### src/rtl/ctr_src_pkg.sv
package ctr_src_pkg;

    localparam int SEL_W      = 5;
    localparam int CH_PER_GRP = 3;
    localparam int N_RATE     = 6;

    // clock select codes (values are the software encoding)
    localparam logic [SEL_W-1:0] CK_PIN   = 5'd0;
    localparam logic [SEL_W-1:0] CK_R10M  = 5'd1;
    localparam logic [SEL_W-1:0] CK_R1M   = 5'd2;
    localparam logic [SEL_W-1:0] CK_R100K = 5'd3;
    localparam logic [SEL_W-1:0] CK_R10K  = 5'd4;
    localparam logic [SEL_W-1:0] CK_R1K   = 5'd5;
    localparam logic [SEL_W-1:0] CK_PREV  = 5'd6;
    localparam logic [SEL_W-1:0] CK_GRP   = 5'd7;
    localparam logic [SEL_W-1:0] CK_HIGH  = 5'd8;
    localparam logic [SEL_W-1:0] CK_LOW   = 5'd9;
    localparam logic [SEL_W-1:0] CK_PAT   = 5'd10;
    localparam logic [SEL_W-1:0] CK_R20M  = 5'd11;

    // gate select codes
    localparam logic [SEL_W-1:0] GT_ON     = 5'd0;
    localparam logic [SEL_W-1:0] GT_OFF    = 5'd1;
    localparam logic [SEL_W-1:0] GT_PIN    = 5'd2;
    localparam logic [SEL_W-1:0] GT_FAR_N  = 5'd3;
    localparam logic [SEL_W-1:0] GT_PIN_N  = 5'd6;
    localparam logic [SEL_W-1:0] GT_FAR    = 5'd7;
    localparam logic [SEL_W-1:0] GT_PAT    = 5'd8;
    localparam logic [SEL_W-1:0] GT_OCC    = 5'd9;
    localparam logic [SEL_W-1:0] GT_STAY   = 5'd10;
    localparam logic [SEL_W-1:0] GT_PAT_N  = 5'd11;
    localparam logic [SEL_W-1:0] GT_OCC_N  = 5'd12;
    localparam logic [SEL_W-1:0] GT_STAY_N = 5'd13;

    typedef enum logic [1:0] {
        PT_WAIT = 2'd0,
        PT_SEEN = 2'd1,
        PT_GONE = 2'd2
    } pat_state_t;

endpackage

### src/rtl/ctr_rate_gen.sv
module ctr_rate_gen #(
    parameter int N_RATE     = 6,
    parameter int FIRST_DIV  = 2,
    parameter int DECADE_DIV = 10
) (
    input  logic              clk,
    input  logic              rst_n,
    output logic [N_RATE-1:0] tick
);
    localparam int MAX_DIV = (FIRST_DIV > DECADE_DIV) ? FIRST_DIV : DECADE_DIV;
    localparam int CW      = (MAX_DIV > 2) ? $clog2(MAX_DIV) : 1;

    logic [N_RATE-1:0][CW-1:0] cnt_q;

    function automatic logic [CW-1:0] stage_last(input int k);
        return (k == 1) ? CW'(FIRST_DIV - 1) : CW'(DECADE_DIV - 1);
    endfunction

    always_comb begin
        tick[0] = 1'b1;
        for (int k = 1; k < N_RATE; k++) begin
            tick[k] = tick[k-1] && (cnt_q[k] == stage_last(k));
        end
    end

    always_ff @(posedge clk or negedge rst_n) begin
        if (!rst_n) begin
            cnt_q <= '0;
        end else begin
            cnt_q[0] <= '0;
            for (int k = 1; k < N_RATE; k++) begin
                if (tick[k-1]) begin
                    cnt_q[k] <= (cnt_q[k] == stage_last(k)) ? '0 : cnt_q[k] + 1'b1;
                end
            end
        end
    end
endmodule

### src/rtl/ctr_pat_track.sv
module ctr_pat_track
    import ctr_src_pkg::*;
(
    input  logic clk,
    input  logic rst_n,
    input  logic clear,
    input  logic pattern,
    output logic occ_o,
    output logic stay_o
);
    pat_state_t state_q, state_d;

    always_ff @(posedge clk or negedge rst_n) begin
        if (!rst_n) state_q <= PT_WAIT;
        else        state_q <= state_d;
    end

    always_comb begin
        state_d = state_q;
        if (clear) begin
            state_d = PT_WAIT;
        end else begin
            unique case (state_q)
                PT_WAIT: if (pattern)  state_d = PT_SEEN;
                PT_SEEN: if (!pattern) state_d = PT_GONE;
                PT_GONE: state_d = PT_GONE;
                default: state_d = PT_WAIT;
            endcase
        end
    end

    always_comb begin
        occ_o  = (state_q != PT_WAIT);
        stay_o = (state_q != PT_GONE);
    end
endmodule

### src/rtl/ctr_src_mux.sv
module ctr_src_mux
    import ctr_src_pkg::*;
(
    input  logic [SEL_W-1:0]  clk_code,
    input  logic [SEL_W-1:0]  gate_code,
    input  logic              own_clk_pin,
    input  logic              own_gat_pin,
    input  logic              grp_clk,
    input  logic              prev_out,
    input  logic              far_out,
    input  logic              pattern,
    input  logic              occ,
    input  logic              stay,
    input  logic [N_RATE-1:0] rate_tick,
    output logic              sel_clk,
    output logic              sel_gate,
    output logic              clk_oe,
    output logic              gat_oe
);
    always_comb begin
        unique case (clk_code)
            CK_PIN:   sel_clk = own_clk_pin;
            CK_R10M:  sel_clk = rate_tick[1];
            CK_R1M:   sel_clk = rate_tick[2];
            CK_R100K: sel_clk = rate_tick[3];
            CK_R10K:  sel_clk = rate_tick[4];
            CK_R1K:   sel_clk = rate_tick[5];
            CK_PREV:  sel_clk = prev_out;
            CK_GRP:   sel_clk = grp_clk;
            CK_HIGH:  sel_clk = 1'b1;
            CK_LOW:   sel_clk = 1'b0;
            CK_PAT:   sel_clk = pattern;
            CK_R20M:  sel_clk = rate_tick[0];
            default:  sel_clk = 1'b0;
        endcase
    end

    always_comb begin
        unique case (gate_code)
            GT_ON:     sel_gate = 1'b1;
            GT_OFF:    sel_gate = 1'b0;
            GT_PIN:    sel_gate = own_gat_pin;
            GT_FAR_N:  sel_gate = ~far_out;
            GT_PIN_N:  sel_gate = ~own_gat_pin;
            GT_FAR:    sel_gate = far_out;
            GT_PAT:    sel_gate = pattern;
            GT_OCC:    sel_gate = occ;
            GT_STAY:   sel_gate = stay;
            GT_PAT_N:  sel_gate = ~pattern;
            GT_OCC_N:  sel_gate = ~occ;
            GT_STAY_N: sel_gate = ~stay;
            default:   sel_gate = 1'b0;
        endcase
    end

    always_comb begin
        clk_oe = (clk_code != CK_PIN);
        gat_oe = (gate_code != GT_PIN);
    end
endmodule

### src/rtl/ctr_src_select.sv
module ctr_src_select
    import ctr_src_pkg::*;
#(
    parameter int NGRP = 2,
    parameter int NTOT = NGRP * CH_PER_GRP,
    parameter int CHW  = $clog2(NTOT + 1)
) (
    input  logic             clk,
    input  logic             rst_n,
    input  logic             wr_en,
    input  logic             wr_gate,
    input  logic [CHW-1:0]   wr_chan,
    input  logic [SEL_W-1:0] wr_data,
    input  logic [CHW-1:0]   rd_chan,
    input  logic             rd_gate,
    output logic [SEL_W-1:0] rd_data,
    input  logic [NTOT-1:0]  clk_pin_in,
    input  logic [NTOT-1:0]  gat_pin_in,
    input  logic [NGRP-1:0]  grp_clk_in,
    input  logic [NTOT-1:0]  ctr_out,
    input  logic             pattern_present,
    output logic [NTOT-1:0]  chan_clk,
    output logic [NTOT-1:0]  chan_gate,
    output logic [NTOT-1:0]  clk_pin_oe,
    output logic [NTOT-1:0]  gat_pin_oe
);
    logic [NTOT-1:0][SEL_W-1:0] clk_sel_q;
    logic [NTOT-1:0][SEL_W-1:0] gate_sel_q;
    logic [N_RATE-1:0]          rate_tick;
    logic [NTOT-1:0]            occ_v;
    logic [NTOT-1:0]            stay_v;
    logic [NTOT-1:0]            gate_wr_hit;

    ctr_rate_gen #(.N_RATE(N_RATE)) u_rates (
        .clk   (clk),
        .rst_n (rst_n),
        .tick  (rate_tick)
    );

    always_comb begin
        rd_data = '0;
        for (int i = 0; i < NTOT; i++) begin
            if (rd_chan == CHW'(i)) rd_data = rd_gate ? gate_sel_q[i] : clk_sel_q[i];
        end
    end

    for (genvar i = 0; i < NTOT; i++) begin : g_chan
        localparam int PREV = (i + NTOT - 1) % NTOT;
        localparam int FAR  = (i + 2 * NTOT - 2) % NTOT;
        localparam int GRP  = i / CH_PER_GRP;

        assign gate_wr_hit[i] = wr_en && wr_gate && (wr_chan == CHW'(i));

        always_ff @(posedge clk or negedge rst_n) begin
            if (!rst_n) begin
                clk_sel_q[i]  <= CK_PIN;
                gate_sel_q[i] <= GT_PIN;
            end else if (wr_en && (wr_chan == CHW'(i))) begin
                if (wr_gate) gate_sel_q[i] <= wr_data;
                else         clk_sel_q[i]  <= wr_data;
            end
        end

        ctr_pat_track u_track (
            .clk     (clk),
            .rst_n   (rst_n),
            .clear   (gate_wr_hit[i]),
            .pattern (pattern_present),
            .occ_o   (occ_v[i]),
            .stay_o  (stay_v[i])
        );

        ctr_src_mux u_mux (
            .clk_code    (clk_sel_q[i]),
            .gate_code   (gate_sel_q[i]),
            .own_clk_pin (clk_pin_in[i]),
            .own_gat_pin (gat_pin_in[i]),
            .grp_clk     (grp_clk_in[GRP]),
            .prev_out    (ctr_out[PREV]),
            .far_out     (ctr_out[FAR]),
            .pattern     (pattern_present),
            .occ         (occ_v[i]),
            .stay        (stay_v[i]),
            .rate_tick   (rate_tick),
            .sel_clk     (chan_clk[i]),
            .sel_gate    (chan_gate[i]),
            .clk_oe      (clk_pin_oe[i]),
            .gat_oe      (gat_pin_oe[i])
        );
    end
endmodule

### config.mk
export PLATFORM = sky130hd
export DESIGN_NAME = ctr_src_select
export DESIGN_NICKNAME = d
export VERILOG_FILES = /design/src/rtl/ctr_src_pkg.sv /design/src/rtl/ctr_rate_gen.sv /design/src/rtl/ctr_pat_track.sv /design/src/rtl/ctr_src_mux.sv /design/src/rtl/ctr_src_select.sv
export SDC_FILE = /design/constraint.sdc
export NUM_CORES = 1
export LEC_CHECK = 0
export BUFFER_PORTS_ARGS = -buffer_cell sky130_fd_sc_hd__buf_2
export CELL_PAD_IN_SITES_DETAIL_PLACEMENT = 0
export CELL_PAD_IN_SITES_GLOBAL_PLACEMENT = 1
export CORE_AREA = 2 2 144 174
export CTS_CLUSTER_SIZE = 24
export DETAILED_ROUTE_END_ITERATION = 10
export DIE_AREA = 0 0 146 176
export PLACE_DENSITY_LB_ADDON = 0.08
export SYNTH_ARGS = -nofsm -noshare
export SYNTH_HDL_FRONTEND = slang
export SYNTH_SLANG_ARGS = --single-unit
### constraint.sdc
create_clock -name clk -period 1.69 [get_ports clk]
set_input_delay 0.0845 -clock clk [delete_from_list [all_inputs] [get_ports clk]]
set_output_delay 0.0845 -clock clk [all_outputs]
set_load 0.005 [all_outputs]
Word-level counts from Yosys, hierarchy flattened
Index checks and enable logic that the tools add are counted.

word-level totals
  register bits = 92
  bits of input ports = 37
  output and inout port bits = 29
  logic and storage cells = 341

operators by class
  add/sub/neg operators = 5
  eq/ne operators = 171
  muxes and demuxes = 43
  bitwise operators = 26
  reductions and logical operators = 73

operator list
  cell                                                                     number
  5-bit by 4-bit equality test with 1-bit output, second input constant    54
  5-bit by 3-bit equality test with 1-bit output, second input constant    36
  5-bit by 2-bit equality test with 1-bit output, second input constant    24
  1-bit case mux with 11 select lines                                      6
  5-bit zero test                                                          12
  5-bit two-way mux                                                        12
  1-bit case mux with 10 select lines                                      6
  3-bit by 2-bit inequality test with 1-bit output, second input constant  12
  2-bit case mux with 3 select lines                                       6
  2-bit AND reduction                                                      18
  5-bit by 1-bit equality test with 1-bit output, second input constant    6
  5-bit by 2-bit inequality test with 1-bit output, second input constant  6
  5-bit nonzero test                                                       6
  1-bit NOT                                                                26
  4-bit by 1-bit adder with 4-bit output, second input constant            5
  4-bit two-way mux                                                        5
  1-bit logical AND                                                        17
  4-bit equality test, second input constant                               4
  2-bit two-way mux                                                        8
  2-bit by 1-bit equality test with 1-bit output, second input constant    6
  2-bit equality test, second input constant                               6
  3-bit by 2-bit equality test with 1-bit output, second input constant    4
  3-bit equality test, second input constant                               4
  2-bit zero test                                                          6
  other kinds (6)                                                          23

Longest topological paths before layout
  depth after elaboration = 7
  depth in mapped cells = 7
  gate-level depth less buffers = 6

By module
Synthesis repeated with hierarchy kept, for this count alone.

unflattened totals
  cells, all modules = 641
  area total of the unflattened synthesis = 6448.7 µm²

by module, submodules not included
  module          instances  cells each  area each (µm²)
  ctr_src_select  1          230         3069.2
  ctr_src_mux     6          37          246.5
  ctr_rate_gen    1          93          1014.7
  ctr_pat_track   6          16          147.6

Worst setup path after synthesis
OpenSTA, ideal clock, no wires.

  path type = register -> output
  from = reg u_rates.cnt_q[5] (netlist bit)
  to = out chan_clk[1]
  arrival time = 1.635 ns
  setup slack = -0.029 ns
  stages on the path, launching flop included = 6
  path buffers = 1
  cells stage by stage = dfrtp_1 -> nor4b_4 -> nand4_2 -> or3_1 -> o211ai_1 -> buf_4

on the way
  word-level cells in the longest chain between the ends = 6

RTL lines
  element                                             RTL line              RTL
  start: declaration                                  ctr_rate_gen.sv:13    logic [N_RATE-1:0][CW-1:0] cnt_q;
  start signal: indexed assignment                    ctr_rate_gen.sv:33    cnt_q[k] <= (cnt_q[k] == stage_last(k)) ? '0 : cnt_q[k] + 1'b1;
  4-bit by 1-bit equality test with 1-bit output (*)  ctr_rate_gen.sv:22    tick[k] = tick[k-1] && (cnt_q[k] == stage_last(k));
  1-bit logical AND (4 in series)                     ctr_rate_gen.sv:22
  1-bit case mux with 10 select lines (*)             ctr_src_mux.sv:21     unique case (clk_code)
  end: declaration                                    ctr_src_select.sv:22  output logic [NTOT-1:0] chan_clk,

Mark *: on every way between the ends. The rest lies on a longest branch, timed or not.

Worst setup path after layout
  from = reg u_rates.cnt_q[5] (netlist bit)
  to = out chan_clk[3]

The elaborated chain is that of the path after synthesis.

==> reports/metrics.yaml <==
worst-setup-path-type: "register to output pin"
placed_area_um2: 7412
p_per_area_nw_per_um2: 1178
critPathLaunchType: "register"
clockBufferDepth: 2
synthDistinctLibCells: 69
grt_overflow: 0
stdcell_count: 1104
rows: 62
tightest_slew_ns: 0.6021
fin_nets: 834
dr.first_iter.drc_count: 273
core_region_area_um2: 23890
rr_worst_depth: 10
p_leak_uw: 0.003627
worstPathArrival_ns: 2.06
synth-edff-count: 0
start_util_pct: 26.64
yosys-top-cells-count: "dfrtp_1 (86), mux2_2 (63), nor2_1 (52), inv_1 (32), nand2_1 (32)"
yosysTopAreaCell: "dfrtp_1"
yosys.area.top_type_share_pct: 33.81
hp-class: "input port to register"
netlist_area_um2: 6366
synth-seq-cells: 92
dpl.hpwl_um: 15490
htree_levels: 3
io_buffers: 65
grt.total_usage_pct: 16.17
rsz0062_at_grt: "true"
period_minus_slack_ns: 2.140
skew_ns: 0.006705
wl_um: 20800
yosysWarnings: 0
die_w_um: 146
drive_gt1_share_pct: 46.30
violations: "negative setup slack"
syn_nets: 702
antenna_found_initial: 0
ios: 66
clk_transition_reported_paths_ns: 0.07
postSynthCellCount: 647
cts_tree: "built"
synth_ff_type: "dfrtp_1"
whs_ns: 0.1180
dp_cells: 1053
antenna_left: 0
avgViaCountPerCell: 4.899
synth.area.top_cells: "dfrtp_1 (34%), mux2_2 (11%), ha_1 (3.5%), mux4_2 (3.5%), nor2_1 (3.1%)"
timing.fmax_mhz: 467.2
vias: 5409
syn_avg_cell_area_um2: 9.839
cts_made_buffers: 9
grt_pass1_wl_um: 31840
seqCellArea_um2: 2322
n_fill_cell: 2496
maxSlewViolCount: 0
setup_viol: 25
min_path_cells: 3
grt_max_degree: 44
yosys.cell_count.top_type: "dfrtp_1"
grt_pass1_vias: 5541
maxSlewHeadroom_pct: 58.82
clock_sinks: 92
wire_per_inst_um: 18.84
total_power_uw: 9991
final.period_utilization_pct: 126.7
seq_area_frac_synth_pct: 36.28
max_cap_violations: 0
async_reset_ff_share_pct: 100.0
drc: 0
finalHoldViolCount: 0
area_growth_pct: 33.23
required_ns: 1.61
setup_tns_ns: -4.741
outcome: "complete, but fails checks"
drtPass1Iterations: 7
peakVddDrop_mv: 0.4972
multi_input_area_um2: 3953
fin_area_um2: 8482
root_buffer: "clkbuf_16"
end_kind: "output pin"
crit_fanout: 3
antenna_cells: 0
gp_congestion: 0.7511
clock_latency_ns: 0.35
dieArea_um2: 25700
postLayoutSetupSlackWorst_ns: -0.4505
fp.dieH_um: 176
## critical path, cell delays in order (launching register included)
cell and delay [ns]:
dfrtp_1 0.41, nor4b_4 0.32, nand4_2 0.13, or3_4 0.40
o211ai_1 0.28, buf_2 0.17
## per-layer routing
metal  global-route usage (%)  wire length (um)  vias to the layer above
met3                    2.791               619                       21
met2                    28.58             10430                       92
li1                         -                 -                     2606
met5                        0                 0                        -
met4                    4.005               331                        0
met1                    20.56              9412                     2690
## where the power goes
group | internal (uW) | switching, uW | total, uW
sequential | 2720 | 608 | 3320
combinational | 2210 | 1930 | 4130
clock | 1600 | 930 | 2530
total | 6530 | 3460 | 9990
## cells by family after synthesis
logic type | after synthesis | share of synthesized area [%]
AND/OR/NAND/NOR | 216 | 20.36
AO/OA/AOI/OAI | 124 | 13.11
multiplexers | 93 | 17.92
flip-flops | 92 | 36.28
buffers and inverters | 91 | 6.997
adder cells (fa/ha/maj) | 18 | 3.538
XOR/XNOR | 13 | 1.789
## worst paths after layout
check	from	end	slack, ns
min in group asynchronous	rst_n	g_chan[2].u_track.state_q[0]$_DFFE_PN0P_	0.19
worst max-delay path	u_rates.cnt_q[5]$_DFF_PN0_	chan_clk[3]	-0.45
worst max register to register	u_rates.cnt_q[5]$_DFF_PN0_	u_rates.cnt_q[19]$_DFFE_PN0P_	-0.35
max in group asynchronous	rst_n	gate_sel_q[6]$_DFFE_PN1P_	0.83
worst min register to register	u_rates.cnt_q[16]$_DFFE_PN0P_	u_rates.cnt_q[16]$_DFFE_PN0P_	0.53
worst min-delay path	wr_data[1]	gate_sel_q[26]$_DFFE_PN1P_	0.12
## final cells by class
cell class / count / share of cell area [%]
Timing Repair Buffer: 180 / 15.58
Sequential cell: 92 / 27.38
Inverter: 32 / 1.416
Tap cell: 320 / 4.720
Clock buffer: 10 / 2.700
Multi-Input combinational cell: 464 / 46.60
Clock inverter: 6 / 1.608
## state kept, by name (all words and copies together) (netlist names)
signal	flops
clk_sel_q	30
g_chan.u_track.state_q	12
gate_sel_q	30
u_rates.cnt_q	20
## metrics by stage
stage,util (%),setup WS (ns)
after CTS,34.35,-0.4944
final,35.50,-0.4505
after global placement,31.02,-0.1226
after floorplan,-,-0.02377
after detailed placement,31.02,-0.1838
after global routing,35.50,-0.5608
## cells in the final DEF, fill, tap and decap left out, types with 9 or more instances in the layout
cell       instances
clkbuf_16          9
buf_6             20
mux2_2            61
nand2_1           31
nand3_1           12
mux2i_1           13
o21ai_0           18
buf_4             92
nor2_1            49
buf_2             63
inv_1             25
nand3b_1          14
o211ai_1           9
dfrtp_2           10
nor2b_1           17
dfrtp_1           76
mux4_2            10
nand2b_1          12
a21oi_1           19
## what timing repair did
action / CTS / global route
hold buffers: 1 / 0
endpoints found under the hold margin: 27 / 0
gates resized for setup: 67 / 48
pin swaps: 30 / 24
buffers inserted: 24 / 16
setup endpoints to repair: 20 / 30
Note: power is estimated with default switching activity, not from simulation.
